## src/rtl/dbg_pkg.sv

```systemverilog
package dbg_pkg;
  localparam int NUM_BP         = 4;
  localparam int IDX_W          = 3;
  localparam int STAT_BD_BIT    = 13;
  localparam int CTRL_GD_BIT    = 13;
  localparam int CTRL_FIXED_BIT = 10;
  localparam logic [31:0] STAT_FIXED32 = 32'hFFFF_0FF0;

  typedef struct packed {
    logic db;  // bit 2
    logic gp;  // bit 1
    logic ud;  // bit 0
  } dbg_fault_t;
endpackage

```

## src/rtl/dbg_idx_decode.sv

```systemverilog
module dbg_idx_decode
  import dbg_pkg::*;
(
  input  logic [IDX_W-1:0] idx_i,
  input  logic             ext_i,
  output logic [IDX_W-1:0] eff_idx_o,
  output logic             ud_o
);
  logic legacy;

  assign legacy = idx_i[2] & ~idx_i[1];  // 4 or 5

  always_comb begin
    eff_idx_o = idx_i;
    if (legacy && !ext_i) eff_idx_o = {2'b11, idx_i[0]};
  end

  assign ud_o = legacy & ext_i;
endmodule

```

## src/rtl/dbg_access_check.sv

```systemverilog
module dbg_access_check
  import dbg_pkg::*;
#(
  parameter int              XLEN      = 64,
  parameter logic [XLEN-1:0] RSVD_MASK = ~XLEN'(32'hFFFF_FFFF)
) (
  input  logic            write_i,
  input  logic            sc_sel_i,
  input  logic [XLEN-1:0] wdata_i,
  input  logic            ud_i,
  input  logic            gd_i,
  output dbg_fault_t      fault_o
);
  logic rsvd_hit;

  assign rsvd_hit = |(wdata_i & RSVD_MASK);

  // priority: ud > db > gp
  always_comb begin
    fault_o    = '0;
    fault_o.ud = ud_i;
    fault_o.db = gd_i & ~ud_i;
    fault_o.gp = write_i & sc_sel_i & rsvd_hit & ~ud_i & ~gd_i;
  end
endmodule

```

## src/rtl/dbg_reg_file.sv

```systemverilog
module dbg_reg_file
  import dbg_pkg::*;
#(
  parameter int XLEN = 64
) (
  input  logic                   clk_i,
  input  logic                   rst_ni,
  input  logic                   acc_i,
  input  logic                   write_i,
  input  logic [IDX_W-1:0]       idx_i,
  input  logic [XLEN-1:0]        wdata_i,
  input  dbg_fault_t             fault_i,
  output logic [NUM_BP*XLEN-1:0] bp_o,
  output logic [XLEN-1:0]        stat_o,
  output logic [XLEN-1:0]        ctrl_o,
  output logic [XLEN-1:0]        rdata_o
);
  localparam logic [XLEN-1:0] STAT_RST = XLEN'(STAT_FIXED32);
  localparam logic [XLEN-1:0] CTRL_RST = XLEN'(1) << CTRL_FIXED_BIT;

  logic [XLEN-1:0] bp_q [NUM_BP];
  logic [XLEN-1:0] stat_q, ctrl_q;
  logic            commit;

  assign commit = acc_i & write_i & (fault_i == '0);

  for (genvar g = 0; g < NUM_BP; g++) begin : g_bp
    always_ff @(posedge clk_i or negedge rst_ni) begin
      if (!rst_ni)                             bp_q[g] <= '0;
      else if (commit && idx_i == IDX_W'(g))   bp_q[g] <= wdata_i;
    end
    assign bp_o[g*XLEN +: XLEN] = bp_q[g];


    bp_write_chk: assert property (@(posedge clk_i) disable iff (!rst_ni)
      commit && idx_i == IDX_W'(g) |=> bp_q[g] == $past(wdata_i));
  end

  always_ff @(posedge clk_i or negedge rst_ni) begin
    if (!rst_ni) begin
      stat_q <= STAT_RST;
      ctrl_q <= CTRL_RST;
    end else if (acc_i && fault_i.db) begin
      ctrl_q[CTRL_GD_BIT] <= 1'b0;
      stat_q[STAT_BD_BIT] <= 1'b1;
    end else if (commit && idx_i == IDX_W'(6)) begin
      stat_q <= wdata_i | STAT_RST;
    end else if (commit && idx_i == IDX_W'(7)) begin
      ctrl_q <= wdata_i | CTRL_RST;
    end
  end

  always_comb begin
    rdata_o = '0;
    for (int i = 0; i < NUM_BP; i++)
      if (idx_i == IDX_W'(i)) rdata_o = bp_q[i];
    if (idx_i == IDX_W'(6)) rdata_o = stat_q;
    if (idx_i == IDX_W'(7)) rdata_o = ctrl_q;
  end

  assign stat_o = stat_q;
  assign ctrl_o = ctrl_q;


  gd_trap_chk: assert property (@(posedge clk_i) disable iff (!rst_ni)
    acc_i && fault_i.db |=> !ctrl_q[CTRL_GD_BIT] && stat_q[STAT_BD_BIT]);


  fault_hold_chk: assert property (@(posedge clk_i) disable iff (!rst_ni)
    acc_i && (fault_i.ud || fault_i.gp) |=> $stable(stat_q) && $stable(ctrl_q) && $stable(bp_o));


  stat_fixed_chk: assert property (@(posedge clk_i) disable iff (!rst_ni)
    (stat_q & STAT_RST) == STAT_RST);


  ctrl_fixed_chk: assert property (@(posedge clk_i) disable iff (!rst_ni)
    ctrl_q[CTRL_FIXED_BIT]);
endmodule

```

## src/rtl/dbg_reg_ctrl.sv

```systemverilog
module dbg_reg_ctrl
  import dbg_pkg::*;
#(
  parameter int              XLEN      = 64,
  parameter logic [XLEN-1:0] RSVD_MASK = ~XLEN'(32'hFFFF_FFFF)
) (
  input  logic                   clk_i,
  input  logic                   rst_ni,
  input  logic                   req_valid_i,
  output logic                   req_ready_o,
  input  logic                   req_write_i,
  input  logic [2:0]             req_idx_i,
  input  logic [XLEN-1:0]        req_wdata_i,
  input  logic                   dbg_ext_i,
  output logic                   rsp_valid_o,
  output logic [XLEN-1:0]        rsp_rdata_o,
  output logic [2:0]             rsp_fault_o,
  output logic [4*XLEN-1:0]      bp_addr_o,
  output logic [XLEN-1:0]        dr_stat_o,
  output logic [XLEN-1:0]        dr_ctrl_o
);
  logic             ready_q, acc;
  logic [IDX_W-1:0] eff_idx;
  logic             ud, gd;
  dbg_fault_t       fault;
  logic [XLEN-1:0]  rd_val;
  logic             rsp_valid_q;
  logic [XLEN-1:0]  rsp_rdata_q;
  dbg_fault_t       rsp_fault_q;

  always_ff @(posedge clk_i or negedge rst_ni) begin
    if (!rst_ni) ready_q <= 1'b0;
    else         ready_q <= 1'b1;
  end

  assign req_ready_o = ready_q;
  assign acc         = req_valid_i & ready_q;
  assign gd          = dr_ctrl_o[CTRL_GD_BIT];

  dbg_idx_decode u_dec (
    .idx_i     (req_idx_i),
    .ext_i     (dbg_ext_i),
    .eff_idx_o (eff_idx),
    .ud_o      (ud)
  );

  dbg_access_check #(.XLEN(XLEN), .RSVD_MASK(RSVD_MASK)) u_chk (
    .write_i  (req_write_i),
    .sc_sel_i (eff_idx[2] & eff_idx[1]),
    .wdata_i  (req_wdata_i),
    .ud_i     (ud),
    .gd_i     (gd),
    .fault_o  (fault)
  );

  dbg_reg_file #(.XLEN(XLEN)) u_rf (
    .clk_i   (clk_i),
    .rst_ni  (rst_ni),
    .acc_i   (acc),
    .write_i (req_write_i),
    .idx_i   (eff_idx),
    .wdata_i (req_wdata_i),
    .fault_i (fault),
    .bp_o    (bp_addr_o),
    .stat_o  (dr_stat_o),
    .ctrl_o  (dr_ctrl_o),
    .rdata_o (rd_val)
  );

  always_ff @(posedge clk_i or negedge rst_ni) begin
    if (!rst_ni) begin
      rsp_valid_q <= 1'b0;
      rsp_rdata_q <= '0;
      rsp_fault_q <= '0;
    end else begin
      rsp_valid_q <= acc;
      rsp_fault_q <= acc ? fault : '0;
      rsp_rdata_q <= (acc && !req_write_i && fault == '0) ? rd_val : '0;
    end
  end

  assign rsp_valid_o = rsp_valid_q;
  assign rsp_rdata_o = rsp_rdata_q;
  assign rsp_fault_o = rsp_fault_q;


  rsp_timing_chk: assert property (@(posedge clk_i) disable iff (!rst_ni)
    acc |=> rsp_valid_o);


  rsp_idle_chk: assert property (@(posedge clk_i) disable iff (!rst_ni)
    !acc |=> !rsp_valid_o);


  fault_onehot_chk: assert property (@(posedge clk_i) disable iff (!rst_ni)
    $onehot0(rsp_fault_o));


  ud_over_gd_chk: assert property (@(posedge clk_i) disable iff (!rst_ni)
    acc && ud && gd |=> dr_ctrl_o[CTRL_GD_BIT] && rsp_fault_o == 3'b001);


  fault_zero_chk: assert property (@(posedge clk_i) disable iff (!rst_ni)
    rsp_fault_o != 3'b000 |-> rsp_rdata_o == '0);
endmodule

```

## config.mk

```make
export PLATFORM = sky130hd
export DESIGN_NAME = dbg_reg_ctrl
export DESIGN_NICKNAME = d
export VERILOG_FILES = /design/src/rtl/dbg_pkg.sv /design/src/rtl/dbg_idx_decode.sv /design/src/rtl/dbg_access_check.sv /design/src/rtl/dbg_reg_file.sv /design/src/rtl/dbg_reg_ctrl.sv
export SDC_FILE = /design/constraint.sdc
export NUM_CORES = 1
export LEC_CHECK = 0
export BUFFER_PORTS_ARGS = -buffer_cell sky130_fd_sc_hd__buf_2
export CAP_MARGIN = 20
export CORE_MARGIN = 10
export CORE_UTILIZATION = 53
export DETAILED_ROUTE_END_ITERATION = 12
export PLACE_DENSITY_LB_ADDON = 0.08
export SKIP_LAST_GASP = 1
export SLEW_MARGIN = 30
export SYNTH_ARGS = -nofsm -noshare
export SYNTH_HDL_FRONTEND = slang
export SYNTH_HIERARCHICAL = 1
export SYNTH_SLANG_ARGS = --single-unit
```

## constraint.sdc

```tcl
create_clock -name clk_i -period 3.4 [get_ports clk_i]
set_clock_uncertainty 0.15 [all_clocks]
set_input_delay 0.85 -clock clk_i [delete_from_list [all_inputs] [get_ports clk_i]]
set_output_delay 0.85 -clock clk_i [all_outputs]
set_load 0.1 [all_outputs]
```

# == Yosys cells after proc, flatten, opt, wreduce, memory -nomap -nowiden ==
# Cells that the tools add are included.
# totals
ff_bits,428
latch_bits,0
ramBits,0
rom_bits,0
in_bits,72
out_inout_bits,453
word_cells,70
mem_count,0
# classes
addsub,0
multipliers,0
div,0
order_cmp,0
n_eq_ne,6
shifts,0
n_mux,14
bitwise_logic,16
reduce_logical,20
# ops
operator,count
64-bit two-way mux,7
14-bit two-way mux,3
32-bit OR reduction,1
1-bit AND,11
1-bit logical AND,10
3-bit by 2-bit equality test with 1-bit output (second input constant),2
3-bit equality test (second input constant),2
3-bit logical NOT,2
3-bit two-way mux,2
1-bit inverter,5
2-bit AND reduction,2
2-bit nonzero test,2
3-bit by 1-bit equality test with 1-bit output (second input constant),1
3-bit AND reduction,1
1-bit logical NOT,2
1-bit two-way mux,2
2-bit by 1-bit != test with 1-bit output (second input constant),1

# == Longest topological paths before layout ==
# Gate-level depths: netlist of run 1.
# logic_depth
ltp_word,15
ltp_mapped,9
ltp_nobuf,7

# == By module ==
# The synthesis of run 1 kept the hierarchy.
# by_module_without_submodules
module,instances,cells_each,area_per_inst_um2,seq_area_each_um2
dbg_reg_file,1,1173,16656.0,8983.6
dbg_reg_ctrl,1,162,2875.3,1726.7
dbg_access_check,1,14,97.6,0.0
dbg_idx_decode,1,6,30.0,0.0

# == Worst setup path after synthesis of run 1 ==
# OpenSTA, ideal clock, no wires.
# synth_timing
path_type,reg-to-reg
start,register ready_q (netlist: req_ready_o)
end,register u_rf.bp_q (netlist bit u_rf/bp_o[131])
setup_time_ns,0.126
arrival_time_ns,2.904
required_time_ns,3.124
path_slack_ns,0.221
path_stages_with_launch,10
n_path_buf,4
synth_period_minus_slack_ns,3.179
cell_sequence,dfrtp_1 > nand2_1 > buf_2 > buf_2 > inv_1 > nand4bb_1 > buf_2 > nor4_4 > buf_6 > mux2_2
# synth_between
elab_chain_len,4
# synth_lines
item,line,source
"start, declared",dbg_reg_ctrl.sv:22,"logic ready_q, acc;"
"start signal, assigned",dbg_reg_ctrl.sv:32,if (!rst_ni) ready_q <= 1'b0;
"start signal, assigned",dbg_reg_ctrl.sv:33,else ready_q <= 1'b1;
1-bit AND,dbg_reg_ctrl.sv:37,assign acc = req_valid_i & ready_q;
named net acc,dbg_reg_ctrl.sv:22,
1-bit AND (2 in series),dbg_reg_file.sv:25,assign commit = acc_i & write_i & (fault_i == '0);
1-bit logical AND,dbg_reg_file.sv:30,else if (commit && idx_i == IDX_W'(g)) bp_q[g] <= wdata_i;
"end signal, assigned by index",dbg_reg_file.sv:30,
"end, declared",dbg_reg_file.sv:21,logic [XLEN-1:0] bp_q [NUM_BP];
# The timed path passes the listed nets, and every way through them passes these cells.
# A chain may end at the register's enable or synchronous reset.

==> Flow_metrics.wiki, run 1 <==
{| class="wikitable"
! Metric !! Value
|-
| Worst reg2reg path startpoint || u_rf/ctrl_o[13]
|-
| Family with the most delay on the worst path || simple AND/OR/NAND/NOR gates
|-
| Worst-case hold slack || 120.9 ps
|-
| Global-route wire length before repair || 99770 um
|-
| Average wire length per cell after detail routing || 27.77 um
|-
| Result of the run || completed
|-
| Layout cell share with drive strength beyond 1 || 61.85%
|-
| Largest net degree at the start of global routing || 71
|-
| Number of setup buffers added after CTS || 0
|-
| Avg Synthesized Cell Area || 14.51 um2
|-
| Critical path data arrival time || 3450 ps
|-
| Final RePlAce weighted congestion || 0.8621
|-
| Number of CTS-inserted buffers || 45
|-
| Nature of the critical path startpoint || input pin
|-
| Clk Tree Root Cell || sky130_fd_sc_hd__clkbuf_16
|-
| Overall die area || 45200 um2
|-
| Number of input and output port buffers inserted || 499
|-
| Core Box Area || roughly 37000 um2
|-
| Clock period minus worst slack || 3165 ps
|-
| I/O pin total || 525
|-
| Cts-stage hold buffer count || 0
|-
| Normalized max-slew margin || 52.48%
|-
| Transition time at the pin with the least slew margin || 712.7 ps
|-
| Count of yosys warnings during synthesis || 6
|-
| Max Cap Viol || 0
|-
| Most common cell type on the critical path || sky130_fd_sc_hd__buf_4
|-
| DR vias/cell || between 5 and 6
|-
| Number of global-route vias before repair || roughly 15000
|-
| Pre-CTS WS || -264.6 ps
|-
| Setup repair after global routing missed its margin || no
|-
| Clk Latency, worst-skew pair || between 500 and 600 ps
|-
| Count of nets after finishing || 1974
|-
| Resized cells post-CTS || 0
|-
| FFs w/ async S/R, synth || 100.0%
|-
| Effective utilization at floorplan || 53.70%
|-
| TritonCTS clock tree || built
|-
| Overall via count from detail_route || 14180
|-
| Power density normalized to cell area || 859.5 nW/um2
|-
| Routed Wire Length || 66920 um
|-
| Cell count after synthesis || 1355
|-
| Cell types occupying the most area after synthesis || sky130_fd_sc_hd__dfrtp_1 (54%), sky130_fd_sc_hd__mux2_2 (25%), sky130_fd_sc_hd__nor4b_2 (4.4%)
|-
| Number of endpoints with negative hold slack in the final report || 0
|-
| Leftover overflow at the end of global routing || 0
|-
| Detailed-routing iteration count for the pre-antenna-repair pass || 5
|-
| Number of slew-limit violations in the final report || 0
|-
| Worst Path Max Fanout || 29
|-
| Post-Syn Area || 19660 um2
|-
| Critical path endpoint category || flip-flop
|-
| CTS Buffer Depth || 3
|-
| Minimum setup slack among reg-to-reg paths || 1120 ps
|-
| Crit-path slowest cell || sky130_fd_sc_hd__mux2_2
|-
| Synth-to-Final Area Change || 26.74%
|-
| Synthesis-stage register bit count || 428
|-
| Vertical extent of the die || 212.6 um
|-
| Total Routing Usage GR || 29.00%
|-
| Top flip-flop cell by instance count after synthesis || sky130_fd_sc_hd__dfrtp_1
|-
| LEAKAGE || 0.01240 uW
|-
| Post-route worst setup slack || 235.0 ps
|-
| EDFF count, synth || 0
|-
| Count of clock tree sinks || 428
|-
| Worst hold-check path type || input pin to asynchronous set/reset pin
|-
| DRC Markers || 0
|-
| Antenna violations before repair || 8
|-
| Cell-by-cell trace of the critical path || buf_2 -> nor4_1 -> buf_4 -> nand4_1 -> o2111a_1 -> nand4bb_1 -> buf_4 -> nor4b_4 -> buf_12 -> mux2_2
|-
| Final worst-path cycle share || 93.09%
|-
| Level count of the clock H-tree || 2
|-
| Count of standard-cell rows || 70
|-
| Final setup violation count || 0
|-
| Cell count of the worst reg-to-reg path || 7
|-
| Data required time of the worst path || 3680 ps
|-
| Number of distinct library cells after synthesis || 40
|-
| Top-area cell type share of the netlist area || 54.48%
|-
| Highest attainable clock frequency || 316.0 MHz
|-
| Worst setup path category || input pin to flip-flop
|-
| Drt first-iter violations || 923
|-
| Antenna-violating nets left || 0
|-
| Overall die width || 212.6 um
|-
| Estimated wirelength of the detail-placed design || 47620 um
|-
| Cell accounting for the most synthesized area || sky130_fd_sc_hd__dfrtp_1
|-
| Maximum VDD drop || 0.0007970 V
|-
| Clock-pin transition on the worst setup and hold timing paths || 60 ps
|-
| Crit path buffers/inverters || 4
|-
| Portion of the post-synthesis area used by sequential elements || 54.48%
|-
| Endpoint of the most critical register-to-register path || u_rf/stat_o[44]
|-
| Crit path largest cell delay || 370 ps
|}
## sequential cells by signal, summed over array words and instances (netlist names)
register,cells
rsp_rdata_o,64
rsp_valid_o,1
u_rf/bp_o,256
rsp_fault_o,3
u_rf/ctrl_o,63
u_rf/stat_o,40
req_ready_o,1
## worst reg2reg max path: stages, from the launching register on
cell and delay, ps:
sky130_fd_sc_hd__dfrtp_1 450, sky130_fd_sc_hd__nor2_1 60, sky130_fd_sc_hd__o2111a_1 120, sky130_fd_sc_hd__nand4bb_1 170
sky130_fd_sc_hd__buf_4 210, sky130_fd_sc_hd__nor4b_4 310, sky130_fd_sc_hd__buf_12 290, sky130_fd_sc_hd__mux2_2 390
## cells by family (layout without fill, tap and decap cells)
family	count (synthesis)	count (layout)	synth area share, %
mux	487	487	27.73
flops	428	428	54.48
compound gates	170	170	6.084
buf+inv	142	700	4.678
simple gates	126	126	6.988
other cells	2	31	0.03820
## metrics by stage
stage / instance area (um2) / setup TNS, ps / util, % / total power, uW / std cells
5_1_grt: 24910 / 0 / 68.05 / 22100 / 2409
2_1_floorplan: 19750 / 0 / - / 14490 / 1379
6_report: 24920 / 0 / 68.06 / 21420 / 2410
4_1_cts: 24900 / 0 / 68.02 / 21530 / 2405
3_5_place_dp: 23370 / -72150 / 63.85 / 16490 / 2323
3_3_place_gp: 23350 / -80290 / 63.79 / 16390 / 2322
## metal layers
| metal | up-vias | global-route usage [%] | share of wire, % |
|---|---|---|---|
| met3 | 119 | 9.041 | 9.3 |
| met4 | 4 | 9.626 | 3.0 |
| met1 | 7341 | 36.24 | 40 |
| li1 | 6113 | - | - |
| met2 | 604 | 46.93 | 48 |
| met5 | - | 0 | 0.028 |
## power by group
part	internal [uW]	switching (uW)	total, uW	leakage [uW]
Clock	2990	2020	5010	0.000767
Sequential	5940	718	6660	0.00561
Combinational	1750	7990	9740	0.00602
Total	10700	10700	21400	0.0124
## worst max-delay path by stage
stage,cells after the start,start,end,slack [ps]
2_1_floorplan,9,req_ready_o,u_rf/bp_o[131],220
3_3_place_gp,11,req_wdata_i[43],u_rf/bp_o[200],-290
3_5_place_dp,10,req_wdata_i[43],u_rf/stat_o[41],-260
4_1_cts,10,req_wdata_i[43],u_rf/stat_o[36],320
5_1_grt,10,req_wdata_i[43],u_rf/bp_o[108],210
6_report,10,req_wdata_i[34],u_rf/stat_o[44],240
## cells in the final DEF (no fill, tap or decap), drive strengths merged
cell type,count
o21ai,1
a22o,23
mux2i,26
nor2,4
a22oi,78
nand2b,2
a21o,1
diode,5
nor4b,65
o22ai,39
nor2b,3
nand4bb,1
nor3,25
clkinv,8
or3,2
mux2,461
nor4,11
conb,26
a21oi,25
o221ai,1
clkbuf,72
buf,614
nand4,2
and3,3
and2,1
nand3,1
nand2,6
bufinv,1
inv,5
dfrtp,428
o2111a,1
o31ai,1
## cell type report
class | instances | area [um2]
Antenna cell | 5 | 12.51
Clock buffer | 72 | 1450
Clock inverter | 10 | 78.83
Fill cell | 2729 | 11690
Inverter | 4 | 15.01
Multi-Input combinational cell | 809 | 8165
Sequential cell | 428 | 10710
Tap cell | 468 | 585.6
Timing Repair Buffer | 614 | 3899
## cell usage after synthesis (2+ instances only)
library cell and instances:
sky130_fd_sc_hd__mux2_2 435, sky130_fd_sc_hd__dfrtp_1 428, sky130_fd_sc_hd__a22oi_1 78, sky130_fd_sc_hd__nor4b_2 58, sky130_fd_sc_hd__o22ai_1 39, sky130_fd_sc_hd__buf_4 33, sky130_fd_sc_hd__clkbuf_1 32, sky130_fd_sc_hd__buf_6 31
sky130_fd_sc_hd__mux2_1 26, sky130_fd_sc_hd__mux2i_1 26, sky130_fd_sc_hd__a21oi_1 25, sky130_fd_sc_hd__buf_2 24, sky130_fd_sc_hd__a22o_1 23, sky130_fd_sc_hd__nor3_1 23, sky130_fd_sc_hd__buf_1 18, sky130_fd_sc_hd__nor4_1 7
sky130_fd_sc_hd__nand2_1 6, sky130_fd_sc_hd__nor2_1 4, sky130_fd_sc_hd__nor4b_1 4, sky130_fd_sc_hd__and3_1 3, sky130_fd_sc_hd__inv_1 3, sky130_fd_sc_hd__nor2b_1 3, sky130_fd_sc_hd__nor4_4 3, sky130_fd_sc_hd__nor4b_4 3
sky130_fd_sc_hd__conb_1 2, sky130_fd_sc_hd__nand2b_1 2, sky130_fd_sc_hd__nand4_1 2, sky130_fd_sc_hd__or3_1 2
Note: power is estimated with default switching activity, not from simulation.
==> inputs of run 2 (changes only) <==
--- a/config.mk
+++ b/config.mk
@@ -7,6 +7,7 @@
 export LEC_CHECK = 0
 export BUFFER_PORTS_ARGS = -buffer_cell sky130_fd_sc_hd__buf_2
 export CAP_MARGIN = 20
+export CORE_ASPECT_RATIO = 1.25
 export CORE_MARGIN = 10
 export CORE_UTILIZATION = 53
 export DETAILED_ROUTE_END_ITERATION = 12
==> constraint.sdc (replaced) <==
create_clock -name clk_i -period 3.3 [get_ports clk_i]
set_clock_uncertainty 0.15 [all_clocks]
set_input_delay 0.165 -clock clk_i [delete_from_list [all_inputs] [get_ports clk_i]]
set_output_delay 0.165 -clock clk_i [all_outputs]
set_load 0.1 [all_outputs]
==> run 2 against run 1 <==
Sequential share of layout area rose by 0.48 points. Worst setup slack improved by 25 ps. Hold slack worse by 92 ps. Register-to-register slack worse by 400 ps. Cell area decreased by 1.1%. Die area grew 0.10%. Wire length decreased by 2.1%. Clock power down 4.6%. Flip-flop and latch count unchanged. Critical endpoint is now u_rf/bp_o[235].
==> Flow_metrics.wiki, run 2 (same netlist as run 1, synthesis figures left out) <==
{| class="wikitable"
! Metric !! Value
|-
| Vertical extent of the die || about 240 um
|-
| Drt first-iter violations || 814
|-
| Estimated wirelength of the detail-placed design || 44790 um
|-
| Minimum setup slack among reg-to-reg paths || 720 ps
|-
| Clock-pin transition on the worst setup and hold timing paths || ~60 ps
|-
| Largest net degree at the start of global routing || 86
|-
| Max Cap Viol || 0
|-
| Synth-to-Final Area Change || 25.36%
|-
| Critical path endpoint category || flip-flop
|-
| DRC Markers || 0
|-
| Number of slew-limit violations in the final report || 0
|-
| LEAKAGE || 0.01216 uW
|-
| Clk Tree Root Cell || sky130_fd_sc_hd__clkbuf_16
|-
| Cell-by-cell trace of the critical path || dlygate4sd3_1 -> buf_2 -> nor4_1 -> nand4_1 -> o2111a_1 -> nand4bb_1 -> buf_4 -> nor4_4 -> buf_12 -> mux2_2
|-
| Util after Layout || between 60% and 70%
|-
| Detailed-routing iteration count for the pre-antenna-repair pass || 5
|-
| Average wire length per cell after detail routing || 27.21 um
|-
| Placed Instances || 2264
|-
| Endpoint of the most critical register-to-register path || u_rf/bp_o[235]
|-
| Leading cell types in the layout, fill and taps excluded || sky130_fd_sc_hd__buf_2 (495), sky130_fd_sc_hd__mux2_2 (435), sky130_fd_sc_hd__dfrtp_1 (428)
|-
| Resized cells post-CTS || 0
|-
| Max reg flops || 256
|-
| Nature of the critical path startpoint || input pin
|-
| Worst reg2reg path startpoint || req_ready_o
|-
| Crit path buffers/inverters || 4
|-
| Normalized max-slew margin || 35.80%
|-
| Count of standard-cell rows || 78
|-
| Core Box Area || 36500 um2
|-
| Finished layout cell area || 24640 um2
|-
| Family with the most delay on the worst path || buffers and inverters
|-
| Result of the run || completed
|-
| Level count of the clock H-tree || 2
|-
| Power density normalized to cell area || 877.6 nW/um2
|-
| Layout cell share with drive strength beyond 1 || 57.65%
|-
| Count of clock tree sinks || approximately 430
|-
| Number of setup buffers added after CTS || 0
|-
| Final worst-path cycle share || 92.13%
|-
| I/O pin total || between 500 and 600
|-
| Critical path data arrival time || 3320 ps
|-
| Clock period minus worst slack || about 3000 ps
|-
| Number of filler instances in the final layout || 2797
|-
| Logic depth of the worst path, buffers included || 10
|-
| Total Routing Usage GR || 28.28%
|-
| Number of global-route vias before repair || 15220
|-
| Cell count of the worst reg-to-reg path || 7
|-
| Transition time at the pin with the least slew margin || 962.9 ps
|-
| Overall via count from detail_route || between 10000 and 15000
|-
| Number of antenna cells inserted || 0
|-
| Highest attainable clock frequency || 328.9 MHz
|-
| Worst hold-check path type || input pin to asynchronous set/reset pin
|-
| Overall die area || between 40000 and 50000 um2
|-
| Count of nets after finishing || ~2000
|-
| Post-DP Area || about 23000 um2
|-
| Effective utilization at floorplan || 53.86%
|-
| Routed Wire Length || 65490 um
|-
| Worst setup path category || input pin to flip-flop
|-
| CTS Buffer Depth || 3
|-
| Data required time of the worst path || 3580 ps
|-
| Antenna-violating nets left || 0
|-
| Global-route wire length before repair || 98740 um
|-
| DR vias/cell || 5.855
|-
| Setup Total Neg Slack || 0 ps
|-
| Setup repair after global routing missed its margin || no
|-
| Maximum VDD drop || 0.0007235 V
|-
| Crit path largest cell delay || roughly 560 ps
|-
| Leftover overflow at the end of global routing || 0
|-
| Number of input and output port buffers inserted || 499
|-
| TritonCTS clock tree || built
|-
| Non-filler cells in the finished layout || 2407
|-
| Antenna violations before repair || 0
|-
| Overall die width || 192.3 um
|-
| Final setup violation count || 0
|-
| Start point of the critical path || req_wdata_i[40]
|-
| Number of CTS-inserted buffers || 44
|-
| Number of endpoints with negative hold slack in the final report || 0
|-
| Crit-path slowest cell || sky130_fd_sc_hd__dlygate4sd3_1
|-
| Final RePlAce weighted congestion || 0.8345
|-
| Commonest non-fill, non-tap cell in the layout || sky130_fd_sc_hd__buf_2
|-
| Worst setup endpoint || u_rf/bp_o[235]
|-
| Clk Latency, worst-skew pair || 550 ps
|-
| Worst Path Max Fanout || 35
|}
==> run 2: changes by cell type in the layout (fill, tap and decap cells not counted), moves of 2 or more <==
cell and change:
sky130_fd_sc_hd__clkbuf_16 -2, sky130_fd_sc_hd__clkbuf_1 +8, sky130_fd_sc_hd__buf_12 -21, sky130_fd_sc_hd__buf_4 -49
sky130_fd_sc_hd__clkinv_2 -2, sky130_fd_sc_hd__diode_2 -5, sky130_fd_sc_hd__clkbuf_8 -12, sky130_fd_sc_hd__dlygate4sd3_1 +69
==> run 2: through the flow <==
step                      setup WS (ps)  hold WS [ps]  total power [uW]
after floorplan                   120.7        -280.6             14930
after global placement            301.1         45.42             16800
after detailed placement          268.3         43.35             16900
after CTS                         241.0         7.319             21750
after global routing              127.5         55.57             22310
final                             259.9         29.37             21630
==> run 2: layout make-up <==
class                   instances  area [um2]  share of cell area, %
flip-flops and latches        428       10710                  43.46
well taps                     480       600.6                  2.437
multi-input cells             809        8165                  33.13
clock buffers                  66        1265                  5.133
repair buffers                613        3801                  15.42
clock inverters                 7       85.08                 0.3452
inverters                       4       16.27                0.06600
==> run 2: what timing repair did <==
action | in CTS | in global routing
hold endpoints to repair | 512 | 0
hold buffers | 69 | 0
setup endpoints to repair | 0 | 0
==> run 2: per-layer routing <==
| layer | global-route usage [%] | wire length (um) | vias up |
|---|---|---|---|
| li1 | - | - | 6109 |
| met1 | 33.77 | 25020 | 7318 |
| met2 | 47.06 | 32340 | 552 |
| met3 | 8.025 | 5548 | 115 |
| met4 | 11.07 | 2589 | 0 |
| met5 | 0 | 0 | - |
==> run 2: power breakdown <==
part	internal [uW]	total [uW]	switching (uW)
Sequential	6130	6860	731
Clock	2780	4780	2000
Combinational	1790	9990	8200
==> run 2: worst min path at each step <==
stage,end,slack (ps),cells past startpoint,startpoint
finish,u_rf/bp_o[102],30,2,rst_ni
global route,rsp_rdata_o[0],60,3,req_idx_i[2]
CTS,rsp_rdata_o[63],7,3,req_idx_i[2]
detailed placement,u_rf/bp_o[102],40,1,rst_ni
global placement,u_rf/bp_o[102],50,1,rst_ni
floorplan,req_ready_o,-280,0,rst_ni
==> run 2: worst register-to-register path: stages (launching register included) <==
cell,delay (ps)
sky130_fd_sc_hd__dfrtp_1,440
sky130_fd_sc_hd__nand2_4,280
sky130_fd_sc_hd__inv_1,230
sky130_fd_sc_hd__nand4bb_1,120
sky130_fd_sc_hd__buf_4,210
sky130_fd_sc_hd__nor4_4,310
sky130_fd_sc_hd__buf_12,320
sky130_fd_sc_hd__mux2_2,410
